==> src/rtl/dma_pkg.sv <==
package dma_pkg;
  localparam int unsigned DW = 64;

  typedef enum logic [1:0] {
    OP_NULL = 2'd0,
    OP_COPY = 2'd1,
    OP_FILL = 2'd2,
    OP_RSVD = 2'd3
  } dma_op_e;

  typedef enum logic [2:0] {
    S_IDLE, S_FENCE, S_DISP, S_RD, S_WR, S_CMPL
  } dma_state_e;
endpackage

==> src/rtl/dma_desc_fifo.sv <==
module dma_desc_fifo #(
  parameter int unsigned WIDTH = 8,
  parameter int unsigned DEPTH = 4
) (
  input  logic             clk_i,
  input  logic             rst_ni,
  input  logic             push_i,
  input  logic [WIDTH-1:0] data_i,
  output logic             full_o,
  input  logic             pop_i,
  output logic             empty_o,
  output logic [WIDTH-1:0] data_o
);
  localparam int unsigned PW = (DEPTH > 1) ? $clog2(DEPTH) : 1;
  localparam int unsigned CW = $clog2(DEPTH + 1);

  logic [WIDTH-1:0] mem_q [DEPTH];
  logic [PW-1:0]    wr_ptr_q, rd_ptr_q;
  logic [CW-1:0]    cnt_q;

  assign full_o  = (cnt_q == CW'(DEPTH));
  assign empty_o = (cnt_q == '0);
  assign data_o  = mem_q[rd_ptr_q];

  function automatic logic [PW-1:0] ptr_inc(input logic [PW-1:0] p);
    return (p == PW'(DEPTH - 1)) ? '0 : p + 1'b1;
  endfunction

  always_ff @(posedge clk_i or negedge rst_ni) begin
    if (!rst_ni) begin
      wr_ptr_q <= '0;
      rd_ptr_q <= '0;
      cnt_q    <= '0;
    end else begin
      if (push_i) wr_ptr_q <= ptr_inc(wr_ptr_q);
      if (pop_i)  rd_ptr_q <= ptr_inc(rd_ptr_q);
      cnt_q <= cnt_q + CW'(push_i) - CW'(pop_i);
    end
  end

  always_ff @(posedge clk_i) begin
    if (push_i) mem_q[wr_ptr_q] <= data_i;
  end

  assert_no_overflow_R12: assert property (@(posedge clk_i) disable iff (!rst_ni)
    full_o |-> !push_i);
  assert_no_underflow_R12: assert property (@(posedge clk_i) disable iff (!rst_ni)
    empty_o |-> !pop_i);
endmodule

==> src/rtl/dma_wr_tracker.sv <==
module dma_wr_tracker #(
  parameter int unsigned CW = 8
) (
  input  logic clk_i,
  input  logic rst_ni,
  input  logic wr_i,
  input  logic ack_i,
  output logic idle_o
);
  logic [CW-1:0] cnt_q;

  always_ff @(posedge clk_i or negedge rst_ni) begin
    if (!rst_ni) cnt_q <= '0;
    else         cnt_q <= cnt_q + CW'(wr_i) - CW'(ack_i);
  end

  assign idle_o = (cnt_q == '0);

  // acks must never outnumber issued writes
  assert_ack_has_write_R10: assert property (@(posedge clk_i) disable iff (!rst_ni)
    ack_i |-> (!idle_o || wr_i));
  assert_no_wrap_R10: assert property (@(posedge clk_i) disable iff (!rst_ni)
    (&cnt_q) |-> !(wr_i && !ack_i));
endmodule

==> src/rtl/dma_engine.sv <==
module dma_engine
  import dma_pkg::*;
#(
  parameter int unsigned AW        = 32,
  parameter int unsigned LW        = 21,
  parameter int unsigned IW        = 8,
  parameter int unsigned MAX_WORDS = 131072
) (
  input  logic          clk_i,
  input  logic          rst_ni,
  input  logic          dsc_avail_i,
  output logic          dsc_pop_o,
  input  dma_op_e       dsc_op_i,
  input  logic [AW-1:0] dsc_src_i,
  input  logic [AW-1:0] dsc_dst_i,
  input  logic [LW-1:0] dsc_len_i,
  input  logic [DW-1:0] dsc_pat_i,
  input  logic          dsc_irq_i,
  input  logic          dsc_fence_i,
  input  logic          wr_idle_i,
  output logic          mem_rd_o,
  output logic [AW-1:0] mem_raddr_o,
  input  logic [DW-1:0] mem_rdata_i,
  output logic          mem_wr_o,
  output logic [AW-1:0] mem_waddr_o,
  output logic [DW-1:0] mem_wdata_o,
  output logic          done_o,
  output logic [IW-1:0] done_idx_o,
  output logic          done_err_o,
  output logic          done_irq_o
);
  localparam logic [LW:0] MAX_LEN = (LW+1)'(MAX_WORDS);

  dma_state_e    state_q;
  dma_op_e       op_q;
  logic [AW-1:0] src_q, dst_q;
  logic [LW-1:0] rem_q;
  logic [DW-1:0] pat_q;
  logic          irq_q, fence_q, err_q;
  logic [IW-1:0] idx_q;
  logic          len_bad;

  assign len_bad   = ({1'b0, rem_q} > MAX_LEN) || (op_q == OP_RSVD);
  assign dsc_pop_o = (state_q == S_IDLE) && dsc_avail_i;

  assign mem_rd_o    = (state_q == S_RD);
  assign mem_raddr_o = src_q;
  assign mem_wr_o    = (state_q == S_WR);
  assign mem_waddr_o = dst_q;
  assign mem_wdata_o = (op_q == OP_COPY) ? mem_rdata_i : pat_q;

  assign done_o     = (state_q == S_CMPL);
  assign done_idx_o = idx_q;
  assign done_err_o = err_q;
  assign done_irq_o = irq_q;

  always_ff @(posedge clk_i or negedge rst_ni) begin
    if (!rst_ni) begin
      state_q <= S_IDLE;
      op_q    <= OP_NULL;
      src_q   <= '0;
      dst_q   <= '0;
      rem_q   <= '0;
      pat_q   <= '0;
      irq_q   <= 1'b0;
      fence_q <= 1'b0;
      err_q   <= 1'b0;
      idx_q   <= '0;
    end else begin
      unique case (state_q)
        S_IDLE: if (dsc_avail_i) begin
          op_q    <= dsc_op_i;
          src_q   <= dsc_src_i;
          dst_q   <= dsc_dst_i;
          rem_q   <= dsc_len_i;
          pat_q   <= dsc_pat_i;
          irq_q   <= dsc_irq_i;
          fence_q <= dsc_fence_i;
          err_q   <= 1'b0;
          state_q <= dsc_fence_i ? S_FENCE : S_DISP;
        end
        S_FENCE: if (wr_idle_i) state_q <= S_DISP;
        S_DISP: begin
          if (len_bad) begin
            err_q   <= 1'b1;
            state_q <= S_CMPL;
          end else if (op_q == OP_NULL || rem_q == '0) begin
            state_q <= S_CMPL;
          end else begin
            state_q <= (op_q == OP_COPY) ? S_RD : S_WR;
          end
        end
        S_RD: begin
          src_q   <= src_q + 1'b1;
          state_q <= S_WR;
        end
        S_WR: begin
          dst_q <= dst_q + 1'b1;
          rem_q <= rem_q - 1'b1;
          if (rem_q == LW'(1))        state_q <= S_CMPL;
          else if (op_q == OP_COPY)   state_q <= S_RD;
        end
        S_CMPL: begin
          idx_q   <= idx_q + 1'b1;
          state_q <= S_IDLE;
        end
        default: state_q <= S_IDLE;
      endcase
    end
  end

  assert_fence_drained_R10: assert property (@(posedge clk_i) disable iff (!rst_ni)
    (state_q == S_DISP && fence_q) |-> wr_idle_i);
  assert_rd_then_wr_R3: assert property (@(posedge clk_i) disable iff (!rst_ni)
    mem_rd_o |=> mem_wr_o);
  assert_done_pulse_R9: assert property (@(posedge clk_i) disable iff (!rst_ni)
    done_o |=> !done_o);
  assert_err_no_access_R7: assert property (@(posedge clk_i) disable iff (!rst_ni)
    (state_q == S_DISP && len_bad) |=> (!mem_rd_o && !mem_wr_o && done_o && done_err_o));
  assert_idx_step_R2: assert property (@(posedge clk_i) disable iff (!rst_ni)
    done_o |=> (done_idx_o == $past(done_idx_o) + 1'b1));
endmodule

==> src/rtl/dma_channel.sv <==
module dma_channel
  import dma_pkg::*;
#(
  parameter int unsigned AW        = 32,
  parameter int unsigned LW        = 21,
  parameter int unsigned IW        = 8,
  parameter int unsigned DEPTH     = 4,
  parameter int unsigned OUT_W     = 8,
  parameter int unsigned MAX_WORDS = 131072
) (
  input  logic          clk_i,
  input  logic          rst_ni,
  input  logic          dsc_valid_i,
  output logic          dsc_ready_o,
  input  logic [1:0]    dsc_op_i,
  input  logic [AW-1:0] dsc_src_i,
  input  logic [AW-1:0] dsc_dst_i,
  input  logic [LW-1:0] dsc_len_i,
  input  logic [63:0]   dsc_pat_i,
  input  logic          dsc_irq_i,
  input  logic          dsc_fence_i,
  output logic          mem_rd_o,
  output logic [AW-1:0] mem_raddr_o,
  input  logic [63:0]   mem_rdata_i,
  output logic          mem_wr_o,
  output logic [AW-1:0] mem_waddr_o,
  output logic [63:0]   mem_wdata_o,
  input  logic          mem_wack_i,
  output logic          done_o,
  output logic [IW-1:0] done_idx_o,
  output logic          done_err_o,
  output logic          done_irq_o
);
  localparam int unsigned DSC_W = 2 + 2*AW + LW + DW + 2;

  logic [DSC_W-1:0] push_data, head;
  logic             full, empty, pop, wr_idle;
  logic [1:0]       h_op;
  logic [AW-1:0]    h_src, h_dst;
  logic [LW-1:0]    h_len;
  logic [DW-1:0]    h_pat;
  logic             h_irq, h_fence;

  assign dsc_ready_o = !full;
  assign push_data   = {dsc_op_i, dsc_src_i, dsc_dst_i, dsc_len_i, dsc_pat_i,
                        dsc_irq_i, dsc_fence_i};
  assign {h_op, h_src, h_dst, h_len, h_pat, h_irq, h_fence} = head;

  dma_desc_fifo #(.WIDTH(DSC_W), .DEPTH(DEPTH)) i_fifo (
    .clk_i, .rst_ni,
    .push_i (dsc_valid_i && !full),
    .data_i (push_data),
    .full_o (full),
    .pop_i  (pop),
    .empty_o(empty),
    .data_o (head)
  );

  dma_wr_tracker #(.CW(OUT_W)) i_trk (
    .clk_i, .rst_ni,
    .wr_i  (mem_wr_o),
    .ack_i (mem_wack_i),
    .idle_o(wr_idle)
  );

  dma_engine #(.AW(AW), .LW(LW), .IW(IW), .MAX_WORDS(MAX_WORDS)) i_eng (
    .clk_i, .rst_ni,
    .dsc_avail_i(!empty),
    .dsc_pop_o  (pop),
    .dsc_op_i   (dma_op_e'(h_op)),
    .dsc_src_i  (h_src),
    .dsc_dst_i  (h_dst),
    .dsc_len_i  (h_len),
    .dsc_pat_i  (h_pat),
    .dsc_irq_i  (h_irq),
    .dsc_fence_i(h_fence),
    .wr_idle_i  (wr_idle),
    .mem_rd_o, .mem_raddr_o, .mem_rdata_i,
    .mem_wr_o, .mem_waddr_o, .mem_wdata_o,
    .done_o, .done_idx_o, .done_err_o, .done_irq_o
  );
endmodule

==> config.mk <==
export PLATFORM = sky130hd
export DESIGN_NAME = dma_channel
export DESIGN_NICKNAME = d
export VERILOG_FILES = /design/src/rtl/dma_pkg.sv /design/src/rtl/dma_desc_fifo.sv /design/src/rtl/dma_wr_tracker.sv /design/src/rtl/dma_engine.sv /design/src/rtl/dma_channel.sv
export SDC_FILE = /design/constraint.sdc
export NUM_CORES = 1
export LEC_CHECK = 0
export ABC_AREA = 1
export BUFFER_PORTS_ARGS = -buffer_cell sky130_fd_sc_hd__buf_2
export CORE_ASPECT_RATIO = 0.6
export CORE_MARGIN = 2
export CORE_UTILIZATION = 35
export CTS_BUF_LIST = sky130_fd_sc_hd__clkbuf_8
export CTS_CLUSTER_DIAMETER = 60
export CTS_CLUSTER_SIZE = 24
export DETAILED_ROUTE_END_ITERATION = 10
export HOLD_SLACK_MARGIN = 0.12
export MAX_ROUTING_LAYER = met4
export PLACE_DENSITY = 0.54
export SYNTH_ARGS = -nofsm -noshare
export SYNTH_HDL_FRONTEND = slang
export SYNTH_SLANG_ARGS = --single-unit
==> constraint.sdc <==
create_clock -name clk_i -period 22.3 [get_ports clk_i]
set_input_delay 4.46 -clock clk_i [delete_from_list [all_inputs] [get_ports clk_i]]
set_output_delay 4.46 -clock clk_i [all_outputs]
set_load 0.01 [all_outputs]
==> results.md <==
- Status: finished, final reports clean
- Die footprint: 0.0983 mm2
- Die X: 403 um
- Slew margin rel.: between 20% and 30%
- Fmax: between 100 and 150 MHz
- Most frequent cells in the layout: edfxtp_1, nor2_1, o21ai_0
- WP buf/inv: 2
- Final Hold Fails: 0
- Mapped Avg Cell Area: 11.0 um2
- Post-synthesis adder-cell area fraction: 1.02%
- Largest cells by area after synthesis: edfxtp_1, dfrtp_1, nor2_1
- Worst VDD drop: 66.7 uV
- Yosys cell types: 44
- CTS root buffer: clkbuf_8
- Via Count: 23017
- Final setup TNS: 0 ps
- Final setup viols: 0
- Hold WC Path Type: reg -> reg
- Layout Skew: 43.9 ps
- CP Max Fanout: 1
- Register area: 0.0229 mm2
- Share of the synthesized area in the top cell type: between 50% and 60%
- Resized Gates After CTS: 0
- CP Cell Sequence: buf_2 -> nor2_1 -> a21oi_1 -> buf_2
- Total wire length: 92500 um
- Fillers: around 9200
- Post-Synthesis Cells: 3056
- Mean routed wirelength per cell: 20.0 um
- Nets: 3582
- Post-CTS Hold Buffers: 0
- PD cells: 136 mW/mm2
- Largest net degree at the start of global routing: 131
- Largest stage delay, worst path: 170 ps
- Synth Area in Simple Gates: 13.0%
- Top cell type by total area after synthesis: edfxtp_1
- DRT Pass-1 Iters: 5
- Detail Route Antenna Nets: 0
- Multiplexer share of the synthesized area: 0%
- Vias in the first global route: between 20000 and 25000
- Arrival time at the worst endpoint: 4890 ps
- Startpoint Class: input pin
- Area growth syn-to-layout: 12.0%
- Synth Area in XOR/XNOR: 1.20%
- RSZ-0062 raised after global routing: no
- Via density: 4.97
- TritonCTS clock tree: built
- Power Total: 5.10 mW
- Synth Cell Area: 0.0335 mm2
- Critical path class: in -> out
- Antenna violations before repair: 26
- Commonest non-fill, non-tap cell in the layout: edfxtp_1
- CTS Buffer Depth: 3
- Htree depth: 2
- Gr usage total: between 10% and 20%
- Worst-Margin Slew: 1140 ps
- Row count: 87
- Io pins: 363
- Final Critical Period: 9350 ps
- Max Slew Vio Count: 0
- Iter 0 DRT Violations: 1865
- Required @ worst endpoint: 17840 ps
- CTS Buf Count: 46
- Slowest CP cell: buf_2
- Port bufs: 362
- Post-synthesis compound-gate area fraction: 12.1%
- Die span in y: 244 um
- Syn_nets: 3303
- Synthesis warning total: 0
- Placer's final routability congestion estimate: about 0.9
- Area occupied by multi-input gates: approximately 0.0092 mm2
- CP top delay family: buffers and inverters
- Max Cap Viol: 0
- Share of layout cells above drive strength 1: ~15%
- Main combinational cell family by area after synthesis: simple AND/OR/NAND/NOR gates
- Post-synthesis sequential area ratio: 68.2%
- Total gr overflow: 0
- CP Capture Type: output pin
- Setup bufs post-CTS: 0
- Hpwl dp: 57200 um
- Post-route DRC violation count: 0
- Fin crit share: 41.9%
- First-pass GRT wire length: 139000 um
- P_leak: between 10 and 15 nW
- Clock latency on the worst-skew pair: 730 ps
- FF+latch count, synth: 791
- Clk sink count: 791
- Clk slew on worst S/H paths: about 120 ps
- Initial Util: a little over a third
- Most used cell, CP: buf_2
- Core Area: 0.0944 mm2
-- layout make-up --
cell class | count | area share (%)
well taps | 1246 | 4.15
clock inverters | 36 | 0.950
inverters | 207 | 2.11
flip-flops and latches | 791 | 60.9
multi-input cells | 1899 | 24.5
repair buffers | 390 | 5.51
diodes | 16 | 0.107
clock buffers | 49 | 1.80
-- layer usage --
metal / GRT usage, % / vias to the layer above / share of wire (%)
met5: - / - / 0
met4: 3.58 / 0 / 1.5
met3: 3.56 / 92 / 5.6
met2: 27.6 / 497 / 44
met1: 28.0 / 11247 / 49
li1: - / 11181 / -
-- path summary, 6_finish.rpt --
| check | slack (ps) | depth (start not counted) | to | from |
|---|---|---|---|---|
| worst max register to register | 18050 | 9 | i_eng.mem_waddr_o[20]$_DFFE_PN0P_ | i_fifo.rd_ptr_q[0]$_DFFE_PN0P_ |
| worst max-delay path | 12950 | 4 | mem_wdata_o[44] | mem_rdata_i[44] |
| min in group asynchronous | 3730 | 1 | i_eng.pat_q[10]$_DFFE_PN0P_ | rst_ni |
| worst min register to register | 470 | 1 | i_eng.done_idx_o[7]$_DFFE_PN0P_ | i_eng.done_idx_o[7]$_DFFE_PN0P_ |
| worst min-delay path | 470 | 1 | i_eng.done_idx_o[7]$_DFFE_PN0P_ | i_eng.done_idx_o[7]$_DFFE_PN0P_ |
| max in group asynchronous | 17100 | 2 | i_fifo.rd_ptr_q[0]$_DFFE_PN0P_ | rst_ni |
-- stage by stage --
| step | area, um2 | hold slack, ps | cells | setup slack, ps | utilization [%] |
|---|---|---|---|---|---|
| after floorplan | 33500 | 463 | 3056 | 10690 | - |
| after global placement | 36500 | 451 | 4533 | 12970 | 38.6 |
| after detailed placement | 36500 | 456 | 4533 | 12950 | 38.6 |
| after CTS | 37500 | 474 | 4618 | 12950 | 39.7 |
| after global routing | 37500 | 502 | 4634 | 12880 | 39.8 |
| final | 37500 | 466 | 4634 | 12950 | 39.8 |
-- state kept, by name, summed over array words and instances (netlist names) --
register and cells:
i_eng.done_irq_o 1, i_eng.mem_waddr_o 32, i_fifo.wr_ptr_q 2, i_fifo.mem_q 612
i_eng.done_err_o 1, i_fifo.cnt_q 3, i_eng.mem_raddr_o 32, i_eng.pat_q 64
i_trk.cnt_q 8, i_eng.done_idx_o 8, i_fifo.rd_ptr_q 2, i_eng.op_q 2
i_eng.state_q 3, i_eng.rem_q 21
-- synth_stat cells, drive strengths merged --
master and count:
a21o 1, dfrtp 179, a22oi 8, o221ai 9
a31oi 9, nand2 386, fa 2, nor2 586
edfxtp 612, inv 207, ha 24, o21ai 435
o221a 1, a21oi 123, nand4 8, a32o 1
clkbuf 93, o311ai 1, o211ai 3, xnor2 8
nand3b 15, a32oi 1, o21a 1, a221oi 3
nor3 12, xor2 38, o31ai 1, a21boi 1
buf 66, o22ai 147, nand3 75
-- worst register-to-register path, delay by kind of cell, from the launching register on --
family                 cells  cell delay [ps]
AOI/OAI and AO/OA          3              970
DFF                        1              720
buffers and inverters      5             2470
and+or+nand+nor            1               50
-- power by group --
group          internal [mW]  switching (mW)  leakage, nW
logic                  0.640            1.46         5.87
registers               2.00           0.228         7.72
clock network          0.260           0.508        0.565
-- kinds of logic (layout without fill, tap and decap cells) --
kind of cell,count (synthesis),after routing
DFF,791,791
xor gates and xnor gates,46,46
and+or+nand+nor,1082,1082
AOI/OAI and AO/OA,745,745
adders and majority gates,26,26
buffers and inverters,366,682
other,0,16
(Power assumes the default switching activity.)
